File: config.mk
export PLATFORM = sky130hd
export DESIGN_NAME = irq_arbiter_core
export DESIGN_NICKNAME = d
export VERILOG_FILES = /design/src/rtl/irq_arb_pkg.sv /design/src/rtl/irq_arb_ctrl.sv /design/src/rtl/irq_arb_select.sv /design/src/rtl/irq_arb_datapath.sv /design/src/rtl/irq_arbiter_core.sv
export SDC_FILE = /design/constraint.sdc
export NUM_CORES = 1
export LEC_CHECK = 0
export BUFFER_PORTS_ARGS = -buffer_cell sky130_fd_sc_hd__buf_2
export CORE_AREA = 3 3 250 252
export CTS_CLUSTER_DIAMETER = 200
export DETAILED_ROUTE_END_ITERATION = 6
export DIE_AREA = 0 0 253 255
export GPL_ROUTABILITY_DRIVEN = 0
export PLACE_DENSITY = 0.61
export REMOVE_ABC_BUFFERS = 1
export SLEW_MARGIN = 30
export SYNTH_ARGS = -nofsm -noshare
export SYNTH_HDL_FRONTEND = slang
export SYNTH_SLANG_ARGS = --single-unit
File: constraint.sdc
create_clock -name clk -period 183.7 [get_ports clk]
set_input_delay 55.11 -clock clk [delete_from_list [all_inputs] [get_ports clk]]
set_output_delay 55.11 -clock clk [all_outputs]
set_load 0.1 [all_outputs]
File: src/rtl/irq_arb_pkg.sv
`timescale 1ns/1ps
package irq_arb_pkg;

  // which register the read-data mux presents
  typedef enum logic [2:0] {
    SEL_NONE,
    SEL_PRIO,
    SEL_PEND,
    SEL_EN,
    SEL_THR,
    SEL_CLAIM
  } rdSel_e;

  // strobes from the decoder to the state datapath
  typedef struct packed {
    logic        prioWe;
    logic        enWe;
    logic        thrWe;
    logic        claimRd;
    logic        compWr;
    rdSel_e      rdSel;
    logic [9:0]  idx;    // source index for priority access
    logic [4:0]  word;   // word index for pending/enable access
    logic [7:0]  ctx;    // context index
    logic [31:0] wdata;
  } strobe_t;

endpackage

File: src/rtl/irq_arb_ctrl.sv
`timescale 1ns/1ps
module irq_arb_ctrl
  import irq_arb_pkg::*;
#(
  parameter int NUM_SRC = 40,
  parameter int NUM_CTX = 2,
  parameter int ADDR_W  = 24   // must be at least 22
) (
  input  logic [ADDR_W-1:0] regAddr,
  input  logic              regWrEn,
  input  logic              regRdEn,
  input  logic [31:0]       regWrData,
  output strobe_t           strb
);
  localparam int WORDS = (NUM_SRC + 31) / 32;

  localparam logic [ADDR_W-1:0] PEND_BASE = ADDR_W'(32'h1000);
  localparam logic [ADDR_W-1:0] EN_BASE   = ADDR_W'(32'h2000);
  localparam logic [ADDR_W-1:0] CTX_BASE  = ADDR_W'(32'h200000);

  logic [ADDR_W-1:0] off;

  always_comb begin
    strb       = '0;
    strb.rdSel = SEL_NONE;
    strb.wdata = regWrData;
    off        = '0;
    if (regAddr < PEND_BASE) begin
      strb.idx = regAddr[11:2];
      if (32'(regAddr[11:2]) < NUM_SRC) begin
        strb.prioWe = regWrEn;
        if (regRdEn) strb.rdSel = SEL_PRIO;
      end
    end else if (regAddr < EN_BASE) begin
      strb.word = regAddr[6:2];
      if (32'(regAddr[11:2]) < WORDS) begin
        if (regRdEn) strb.rdSel = SEL_PEND;
      end
    end else if (regAddr < CTX_BASE) begin
      off       = regAddr - EN_BASE;
      strb.word = off[6:2];
      strb.ctx  = 8'(off >> 7);
      if ((off >> 7) < ADDR_W'(NUM_CTX) && 32'(off[6:2]) < WORDS) begin
        strb.enWe = regWrEn;
        if (regRdEn) strb.rdSel = SEL_EN;
      end
    end else begin
      off      = regAddr - CTX_BASE;
      strb.ctx = 8'(off >> 12);
      if ((off >> 12) < ADDR_W'(NUM_CTX)) begin
        if (off[11:2] == 10'd0) begin
          strb.thrWe = regWrEn;
          if (regRdEn) strb.rdSel = SEL_THR;
        end else if (off[11:2] == 10'd1) begin
          strb.claimRd = regRdEn;
          strb.compWr  = regWrEn;
          if (regRdEn) strb.rdSel = SEL_CLAIM;
        end
      end
    end
  end

endmodule

File: src/rtl/irq_arb_select.sv
`timescale 1ns/1ps
module irq_arb_select #(
  parameter int NUM_SRC = 40,
  parameter int PRIO_W  = 3,
  parameter int ID_W    = 6
) (
  input  logic [NUM_SRC-1:0]        elig,
  input  logic [NUM_SRC*PRIO_W-1:0] prioFlat,
  output logic [ID_W-1:0]           bestId,
  output logic [PRIO_W-1:0]         bestPrio
);
  // strict comparison while scanning upwards keeps the lowest ID on ties;
  // starting from priority 0 excludes priority-0 sources
  always_comb begin
    bestId   = '0;
    bestPrio = '0;
    for (int i = 1; i < NUM_SRC; i++) begin
      if (elig[i] && prioFlat[i*PRIO_W +: PRIO_W] > bestPrio) begin
        bestId   = ID_W'(i);
        bestPrio = prioFlat[i*PRIO_W +: PRIO_W];
      end
    end
  end

endmodule

File: src/rtl/irq_arb_datapath.sv
`timescale 1ns/1ps
module irq_arb_datapath
  import irq_arb_pkg::*;
#(
  parameter int NUM_SRC = 40,
  parameter int NUM_CTX = 2,
  parameter int PRIO_W  = 3,
  parameter int ID_W    = 6
) (
  input  logic                      clk,
  input  logic                      rstN,
  input  logic [NUM_SRC-1:0]        srcReq,
  input  strobe_t                   strb,
  output logic [31:0]               rdData,
  output logic [NUM_CTX-1:0]        eip,
  output logic                      cmpValid,
  output logic [ID_W-1:0]           cmpId,
  output logic [NUM_SRC-1:0]        pendVec,
  output logic [NUM_CTX*ID_W-1:0]   bestIdFlat,
  output logic [NUM_CTX*PRIO_W-1:0] bestPrioFlat
);
  localparam int WORDS = (NUM_SRC + 31) / 32;
  localparam int PAD_W = WORDS * 32;

  logic [PRIO_W-1:0]         prio [NUM_SRC];
  logic [NUM_SRC*PRIO_W-1:0] prioFlat;
  logic [NUM_SRC-1:0]        pend;
  logic [NUM_SRC-1:0]        en   [NUM_CTX];
  logic [PRIO_W-1:0]         thr  [NUM_CTX];
  logic [ID_W-1:0]           bestId   [NUM_CTX];
  logic [PRIO_W-1:0]         bestPrio [NUM_CTX];
  logic [NUM_SRC-1:0]        clrVec;
  logic                      compHit;
  logic [PAD_W-1:0]          pendPad;
  logic [PAD_W-1:0]          enPad [NUM_CTX];

  for (genvar i = 0; i < NUM_SRC; i++) begin : g_flat
    assign prioFlat[i*PRIO_W +: PRIO_W] = prio[i];
  end

  for (genvar c = 0; c < NUM_CTX; c++) begin : g_ctx
    irq_arb_select #(
      .NUM_SRC(NUM_SRC), .PRIO_W(PRIO_W), .ID_W(ID_W)
    ) uSel (
      .elig    (pend & en[c]),
      .prioFlat(prioFlat),
      .bestId  (bestId[c]),
      .bestPrio(bestPrio[c])
    );
    assign eip[c]                             = bestPrio[c] > thr[c];
    assign enPad[c]                           = PAD_W'(en[c]);
    assign bestIdFlat[c*ID_W +: ID_W]         = bestId[c];
    assign bestPrioFlat[c*PRIO_W +: PRIO_W]   = bestPrio[c];
  end

  assign pendPad = PAD_W'(pend);
  assign pendVec = pend;

  // pending flag cleared by a claim of the addressed context
  always_comb begin
    clrVec = '0;
    for (int c = 0; c < NUM_CTX; c++) begin
      if (strb.claimRd && strb.ctx == 8'(c)) begin
        for (int i = 1; i < NUM_SRC; i++) begin
          if (bestId[c] == ID_W'(i)) clrVec[i] = 1'b1;
        end
      end
    end
  end

  // completion accepted only for an ID enabled in the writing context
  always_comb begin
    compHit = 1'b0;
    for (int c = 0; c < NUM_CTX; c++) begin
      for (int i = 1; i < NUM_SRC; i++) begin
        if (strb.ctx == 8'(c) && strb.wdata == 32'(i) && en[c][i]) compHit = 1'b1;
      end
    end
  end

  always_ff @(posedge clk) begin
    if (!rstN) begin
      pend     <= '0;
      cmpValid <= 1'b0;
      cmpId    <= '0;
      for (int i = 0; i < NUM_SRC; i++) prio[i] <= '0;
      for (int c = 0; c < NUM_CTX; c++) begin
        en[c]  <= '0;
        thr[c] <= '0;
      end
    end else begin
      pend     <= ((pend & ~clrVec) | srcReq) & ~NUM_SRC'(1);
      cmpValid <= strb.compWr && compHit;
      cmpId    <= strb.wdata[ID_W-1:0];
      for (int i = 1; i < NUM_SRC; i++) begin
        if (strb.prioWe && strb.idx == 10'(i)) prio[i] <= strb.wdata[PRIO_W-1:0];
      end
      for (int c = 0; c < NUM_CTX; c++) begin
        if (strb.thrWe && strb.ctx == 8'(c)) thr[c] <= strb.wdata[PRIO_W-1:0];
        for (int w = 0; w < WORDS; w++) begin
          if (strb.enWe && strb.ctx == 8'(c) && strb.word == 5'(w)) begin
            for (int b = 0; b < 32; b++) begin
              if (w*32 + b < NUM_SRC && w*32 + b != 0) en[c][w*32 + b] <= strb.wdata[b];
            end
          end
        end
      end
    end
  end

  always_comb begin
    rdData = '0;
    case (strb.rdSel)
      SEL_PRIO: begin
        for (int i = 1; i < NUM_SRC; i++)
          if (strb.idx == 10'(i)) rdData = 32'(prio[i]);
      end
      SEL_PEND: begin
        for (int w = 0; w < WORDS; w++)
          if (strb.word == 5'(w)) rdData = pendPad[w*32 +: 32];
      end
      SEL_EN: begin
        for (int c = 0; c < NUM_CTX; c++)
          for (int w = 0; w < WORDS; w++)
            if (strb.ctx == 8'(c) && strb.word == 5'(w)) rdData = enPad[c][w*32 +: 32];
      end
      SEL_THR: begin
        for (int c = 0; c < NUM_CTX; c++)
          if (strb.ctx == 8'(c)) rdData = 32'(thr[c]);
      end
      SEL_CLAIM: begin
        for (int c = 0; c < NUM_CTX; c++)
          if (strb.ctx == 8'(c)) rdData = 32'(bestId[c]);
      end
      default: rdData = '0;
    endcase
  end

endmodule

File: src/rtl/irq_arbiter_core.sv
`timescale 1ns/1ps
module irq_arbiter_core
  import irq_arb_pkg::*;
#(
  parameter int NUM_SRC = 40,
  parameter int NUM_CTX = 2,
  parameter int PRIO_W  = 3,
  parameter int ADDR_W  = 24,
  localparam int ID_W   = $clog2(NUM_SRC)
) (
  input  logic               clk,
  input  logic               rstN,
  input  logic [NUM_SRC-1:0] srcReq,
  input  logic [ADDR_W-1:0]  regAddr,
  input  logic               regWrEn,
  input  logic               regRdEn,
  input  logic [31:0]        regWrData,
  output logic [31:0]        regRdData,
  output logic [NUM_CTX-1:0] eip,
  output logic               cmpValid,
  output logic [ID_W-1:0]    cmpId
);
  strobe_t                   strb;
  logic [NUM_SRC-1:0]        pendVec;
  logic [NUM_CTX*ID_W-1:0]   bestIdFlat;
  logic [NUM_CTX*PRIO_W-1:0] bestPrioFlat;

  irq_arb_ctrl #(
    .NUM_SRC(NUM_SRC), .NUM_CTX(NUM_CTX), .ADDR_W(ADDR_W)
  ) uCtrl (
    .regAddr  (regAddr),
    .regWrEn  (regWrEn),
    .regRdEn  (regRdEn),
    .regWrData(regWrData),
    .strb     (strb)
  );

  irq_arb_datapath #(
    .NUM_SRC(NUM_SRC), .NUM_CTX(NUM_CTX), .PRIO_W(PRIO_W), .ID_W(ID_W)
  ) uDp (
    .clk         (clk),
    .rstN        (rstN),
    .srcReq      (srcReq),
    .strb        (strb),
    .rdData      (regRdData),
    .eip         (eip),
    .cmpValid    (cmpValid),
    .cmpId       (cmpId),
    .pendVec     (pendVec),
    .bestIdFlat  (bestIdFlat),
    .bestPrioFlat(bestPrioFlat)
  );

endmodule

==> impl_metrics.yaml, run 1 <==
route:
  met2WireLength_um: 42500
  via_per_inst: 6.43
  top_layer: "met5"
  dr_total_vias: 25300
  wirelength_um: 99800
  wl_met1_um: 39800
  drtIter0Drc: 3473
  ant_nets: 0
  met3_length_um: 12600
  wl_per_cell_um: 25.3
  drc_errors: 6
  drtPass1Iterations: 7
hold_path:
  holdCritStartpoint: "uDp.pendVec[37]$_SDFF_PN0_"
  hold_class: "reg -> reg"
  holdPathEnd: "uDp.pendVec[37]$_SDFF_PN0_"
  hold_depth: 2
die:
  num_io_pins: 141
  row_count: 90
  initial_utilization_pct: 40.0
  core_area_um2: 60400
  die-width_um: 253
  die_area_um2: 64500
  die_h_um: 255
critical_path:
  slowest_delay_ns: 0.61
  crit_top_cell: "ha_1"
  reg2reg_depth: 271
  worstSetupStartpointType: "flop"
  timing.reg2reg.setup_slack_ns: 120.53
  r2r_start: "uDp.pendVec[1]$_SDFF_PN0_"
  worstPathArrival_ns: 63.88
  slowest_stage: "a311oi_1"
  critPathMaxFanout: 10
  endpoint_kind: "output pin"
  reg2reg_to: "uDp.pendVec[18]$_SDFF_PN0_"
  cp_data_required_time_ns: 128.59
  path_class: "reg -> out"
global_route:
  gr-usage-all-layers_pct: 29.7
  grt_pass1_vias: 23200
  overflow: 0
  grt_max_degree: 48
  grt_pass1_wl_um: 146000
  antenna_found_initial: 10
timing:
  fmax_ghz: 0.00840
  worstMarginPinSlew_ns: 1.08
  setup_viol_count_final: 0
  setup_slack_ns: 64.71
  rsz0062_at_grt: "false"
  final_max_slew_viol_count: 0
  hold_viol: 0
  fin_crit_sh_pct: 64.8
  clock_skew_ns: 0.0471
  period_needed_ns: 118.99
  maxSlewHeadroom_pct: 27.7
  final.setup.tns_ns: 0
logic_synthesis:
  ys_types: 112
  yosysSeqAreaShare_pct: 28.8
  synth_xor_area_share_pct: 0.907
  avgSynthCellArea_um2: 7.94
  netlist.top_cell.by_area: "edfxtp_1"
  netlist_instances: 3039
  async_flop_share_pct: 0
  netlist.area_leader.share_pct: 25.0
  netlist_area_um2: 24100
  synth-compound-area-share_pct: 27.0
  ys_top_cells_by_area: "edfxtp_1, ha_1, nand2_1"
  synth_edf_count: 201
  yosys_warnings: 0
  yosys.area_share.simple_pct: 25.6
  synthAdderAreaFrac_pct: 8.25
  ys_seq_elements: 247
  synth_ff_type: "edfxtp_1"
  synth_top_family_by_area: "compound AO/OA/AOI/OAI gates"
  synthMuxAreaShare_pct: 4.73
clock_tree:
  cts_inserted_buffers: 28
  cts-root-buf: "clkbuf_16"
  postCtsSetupBuffers: 0
  clkTransAtPathRegs_ns: 0.06
  hold_buffers: 0
  htreeDepth: 1
  cts_tree: "yes"
  cts-resized-gates: 0
  clk_latency_ns: 0.62
  cts_buffer_depth: 3
  cts_sinks: 247
outcome:
  violations: "DRC"
  status: "finished with violations"
final_layout:
  nNetsFinal: 3366
  post_layout_nonfiller_instances: 3941
  syn2layout_area_growth_pct: 10.6
  final_cell_area_um2: 26700
  most-common-layout-cells: "nand2_1, nor2_1, o21ai_0"
  final_common_cell: "nand2_1"
  fin_util_pct: 44.2
  drive_above_1_share_pct: 12.0
power:
  p_leak_nw: 10.3
  ir_drop_v: 0.0000171
  power.density_nw_per_um2: 16.2
placement:
  port-buffer-count: 137
  pre_cts_ws_ns: 65.90
  dpl.hpwl_um: 78400
  placed_cell_area_um2: 25700
  dp.cells: 3886
run:
  max_cap_viol_count: 0
-- worst max path at each step --
stage                              startpoint            to  cells past startpoint
floorplan                          regAddr[8]  regRdData[1]                      6
global placement    uDp.pendVec[1]$_SDFF_PN0_  regRdData[3]                    272
detailed placement  uDp.pendVec[1]$_SDFF_PN0_  regRdData[3]                    273
CTS                 uDp.pendVec[1]$_SDFF_PN0_  regRdData[3]                    275
global route        uDp.pendVec[1]$_SDFF_PN0_  regRdData[3]                    281
finish              uDp.pendVec[1]$_SDFF_PN0_  regRdData[3]                    272
-- logic make-up (layout without fill, tap and decap cells) --
kind of cell	Yosys count	in the layout
compound gates	921	921
fa+ha+maj	166	166
other cells	0	2
flops	247	247
simple gates	1285	1285
mux	102	102
xor+xnor	25	25
buf+inv	293	411
-- per-stage QoR --
step	hold slack [ns]	total power (W)
2_1_floorplan	0.512	0.000284
3_3_place_gp	0.580	0.000360
3_5_place_dp	0.598	0.000362
4_1_cts	0.602	0.000424
5_1_grt	0.639	0.000464
6_report	0.625	0.000433
-- final cells by class --
type / count / area [µm²]
fill: 6077 / 33700
multi-input combinational: 2499 / 16100
sequential: 247 / 6960
tap: 782 / 978
timing repair buffer: 172 / 943
clock buffer: 36 / 761
inverter: 187 / 702
clock inverter: 16 / 221
antenna: 2 / 5.00
-- power by group --
group	internal (W)	total, W	leakage, nW	switching (W)
Combinational	0.000110	0.000301	7.52	0.000190
Clock	0.0000352	0.0000612	0.471	0.0000261
Sequential	0.0000637	0.0000708	2.30	0.00000716
-- layer usage --
metal  vias to the layer above  track usage (%)
met5                         -                0
met4                         4             13.0
met3                       304             7.58
met2                      1525             45.9
met1                     11900             39.5
li1                      11700                -
-- synthesized netlist by cell type, drive strengths merged (14+ instances only) --
cell    instances
ha            131
o22ai          24
a21o           25
a21oi         142
nor3           76
and3           54
buf            15
a211o          14
nor2b          28
or3            18
o21ai         220
dfxtp          46
nor2          326
clkbuf         91
inv           185
nand2b         46
mux2i          32
nor4           25
nand3         137
mux2           68
a31o           15
nand2         367
a211oi         30
and2          108
edfxtp        201
xnor2          18
o21a           30
a311oi         21
nand4          36
or2            22
o211ai         47
a22oi          57
a31oi          63
o211a          17
o31ai          19
a221oi         30
maj3           35
-- state kept, by name, summed over array words and instances, names as in the netlist --
name          cells
uDp.prio        117
uDp.en           78
uDp.pendVec      39
uDp.cmpId         6
uDp.thr           6
uDp.cmpValid      1
-- critical path, delay by kind of cell (launching register included) --
family          cells  cell delay (ns)
compound gates     99            24.78
fa+ha+maj          43            12.81
buf+inv            23             2.29
flops               1             0.57
mux                27             9.35
simple gates       80            13.42
Note: power is estimated with default switching activity, not from simulation.
==> run 2, diff against run 1 <==
--- a/config.mk
+++ b/config.mk
@@ -5,11 +5,12 @@
 export SDC_FILE = /design/constraint.sdc
 export NUM_CORES = 1
 export LEC_CHECK = 0
+export ABC_AREA = 1
 export BUFFER_PORTS_ARGS = -buffer_cell sky130_fd_sc_hd__buf_2
-export CORE_AREA = 3 3 250 252
+export CORE_AREA = 3 3 248 250
 export CTS_CLUSTER_DIAMETER = 200
 export DETAILED_ROUTE_END_ITERATION = 6
-export DIE_AREA = 0 0 253 255
+export DIE_AREA = 0 0 251 253
 export GPL_ROUTABILITY_DRIVEN = 0
 export PLACE_DENSITY = 0.61
 export REMOVE_ABC_BUFFERS = 1
==> constraint.sdc (replaced) <==
create_clock -name clk -period 122.3 [get_ports clk]
set_input_delay 36.69 -clock clk [delete_from_list [all_inputs] [get_ports clk]]
set_output_delay 36.69 -clock clk [all_outputs]
set_load 0.1 [all_outputs]
==> run 2 against run 1 <==
  * The flow still finishes with violations (DRC)
  * Register-to-register slack lost 41 ns
  * Critical path type is now in -> out
  * Highest routed layer is now met4
  * Utilization grew 0.33 points
  * Critical path depth shrank 224
==> impl_metrics.yaml, run 2 <==
outcome:
  status: "finished with violations"
  violations: "DRC"
power:
  p_int_w: 0.000352
  p_leak_nw: 12.4
  power.density_nw_per_um2: 32.2
  combPwrFrac_pct: 76.6
  p_switching_w: 0.000497
  clkPwrFrac_pct: 11.5
  seqPwrFrac_pct: 11.9
  p_sw_share_pct: 58.5
  ir_drop_v: 0.0000455
final_layout:
  syn2layout_area_growth_pct: 10.9
  final_common_cell: "nand2_1"
  fin_util_pct: 44.6
  drive_above_1_share_pct: 16.7
  diodes: 0
  num-fill-cells: 6272
  regMostFlops: "uDp.prio"
  largest_reg_flops: 117
  nNetsFinal: 3785
  most-common-layout-cells: "nand2_1, inv_1, nor2_1"
clock_tree:
  clkTransAtPathRegs_ns: 0.06
  cts_inserted_buffers: 31
  cts-resized-gates: 0
  cts_tree: "yes"
  cts_sinks: 247
  cts_buffer_depth: 3
  cts-root-buf: "clkbuf_16"
  hold_buffers: 0
  clk_latency_ns: 0.60
  postCtsSetupBuffers: 0
  htreeDepth: 1
timing:
  fin_crit_sh_pct: 67.0
  worstMarginPinSlew_ns: 0.990
  final_max_slew_viol_count: 0
  period_needed_ns: 82.00
  fmax_ghz: 0.0122
  final.setup.tns_ns: 0
  setup_viol_count_final: 0
  clock_skew_ns: 0.0156
  hold_viol: 0
  rsz0062_at_grt: "false"
  maxSlewHeadroom_pct: 32.9
critical_path:
  worstPathArrival_ns: 45.31
  endpoint_kind: "output pin"
  timing.reg2reg.setup_slack_ns: 79.12
  critPathMaxFanout: 7
  path_class: "in -> out"
  crit_top_cell: "o211ai_1"
  slowest_delay_ns: 0.51
  slowest_stage: "nor2_1"
  worstSetupStartpointType: "input pin"
  cp_data_required_time_ns: 85.61
logic_synthesis:
  async_flop_share_pct: 0
  avgSynthCellArea_um2: 6.95
  netlist_area_um2: 23800
  synth_common_cells: "nand2_1, inv_1, nor2_1"
  netlist.area_leader.share_pct: 25.4
  ys_top_cells_by_area: "edfxtp_1, nand2_1, inv_1"
  netlist_instances: 3426
  yosysMostFrequentCell: "nand2_1"
  ys_types: 65
  synth_edf_count: 201
  yosys_warnings: 0
  netlist.top_cell.by_area: "edfxtp_1"
  ys_seq_elements: 247
  yosysSeqAreaShare_pct: 29.2
  synth_ff_type: "edfxtp_1"
die:
  die_h_um: 253
  row_count: 89
  die-width_um: 251
  die_area_um2: 63500
  core_area_um2: 59200
  initial_utilization_pct: 40.2
  num_io_pins: 141
global_route:
  grt_use_met1_pct: 36.0
  overflow: 0
  grt_busiest_layer: "met2"
  grt_max_degree: 55
  grt_use_met3_pct: 3.83
  use_met2_pct: 43.4
  gr-usage-all-layers_pct: 27.0
  grt_pass1_wl_um: 132000
  antenna_found_initial: 0
  grt_pass1_vias: 22100
hold_path:
  hold_class: "reg -> reg"
placement:
  port-buffer-count: 137
  dpl.hpwl_um: 70600
route:
  dr_total_vias: 24300
  wl_per_cell_um: 20.4
  wirelength_um: 88700
  drtPass1Iterations: 7
  drc_errors: 49
  drtIter0Drc: 2574
  via_per_inst: 5.58
  ant_nets: 0
run:
  max_cap_viol_count: 0
-- run 2: cells by family after synthesis --
family	Yosys count	share of synthesized area [%]
compound gates	725	18.3
fa+ha+maj	131	6.89
buf+inv	691	11.5
flops	247	29.2
simple gates	1632	34.0
-- run 2: path summary, 6_finish.rpt --
kind	startpoint	cells past startpoint	to
setup / recovery	regAddr[16]	48	regRdData[0]
hold / removal	uDp.pendVec[26]$_SDFF_PN0_	4	uDp.pendVec[26]$_SDFF_PN0_
setup reg to reg	uDp.en[0][0]$_DFFE_PP_	234	uDp.pendVec[8]$_SDFF_PN0_
hold reg to reg	uDp.pendVec[26]$_SDFF_PN0_	4	uDp.pendVec[26]$_SDFF_PN0_
-- run 2: layer usage --
metal  vias up  wire length, µm
li1      11800                -
met1     11200            37300
met2      1042            39500
met3       231             7040
met4         0             4840
met5         -                0
-- run 2: area by class of cell --
class | instances | area, µm² | area share, %
Clock buffer | 34 | 817 | 3.09
Timing Repair Buffer | 155 | 821 | 3.11
Inverter | 631 | 2430 | 9.22
Sequential cell | 247 | 6960 | 26.3
Clock inverter | 24 | 249 | 0.943
Multi-Input combinational cell | 2488 | 14200 | 53.6
Tap cell | 773 | 967 | 3.66
-- run 2: power by group through the flow --
| stage | Clock [W] | Combinational [W] | Sequential [W] |
|---|---|---|---|
| finish | 0.0000973 | 0.000651 | 0.000101 |
| floorplan | 0 | 0.000502 | 0.000101 |
| global route | 0.000100 | 0.000726 | 0.000101 |
| CTS | 0.0000980 | 0.000644 | 0.000101 |
| global placement | 0 | 0.000632 | 0.000102 |
| detailed placement | 0 | 0.000642 | 0.000102 |
-- run 2: stage by stage --
stage | std cells | total power [W] | hold WS, ns | area, µm² | setup slack, ns
global route | 4352 | 0.000928 | 0.635 | 26400 | 37.47
global placement | 4294 | 0.000734 | 0.567 | 25300 | 40.33
detailed placement | 4294 | 0.000744 | 0.566 | 25300 | 40.36
finish | 4352 | 0.000849 | 0.589 | 26400 | 40.30
CTS | 4352 | 0.000843 | 0.577 | 26400 | 40.33
floorplan | 3366 | 0.000603 | 0.481 | 23500 | 43.34
-- run 2: critical path, delay by kind of cell --
kind,cells,cell delay (ns)
buf+inv,8,1.26
simple gates,11,2.36
compound gates,29,4.94
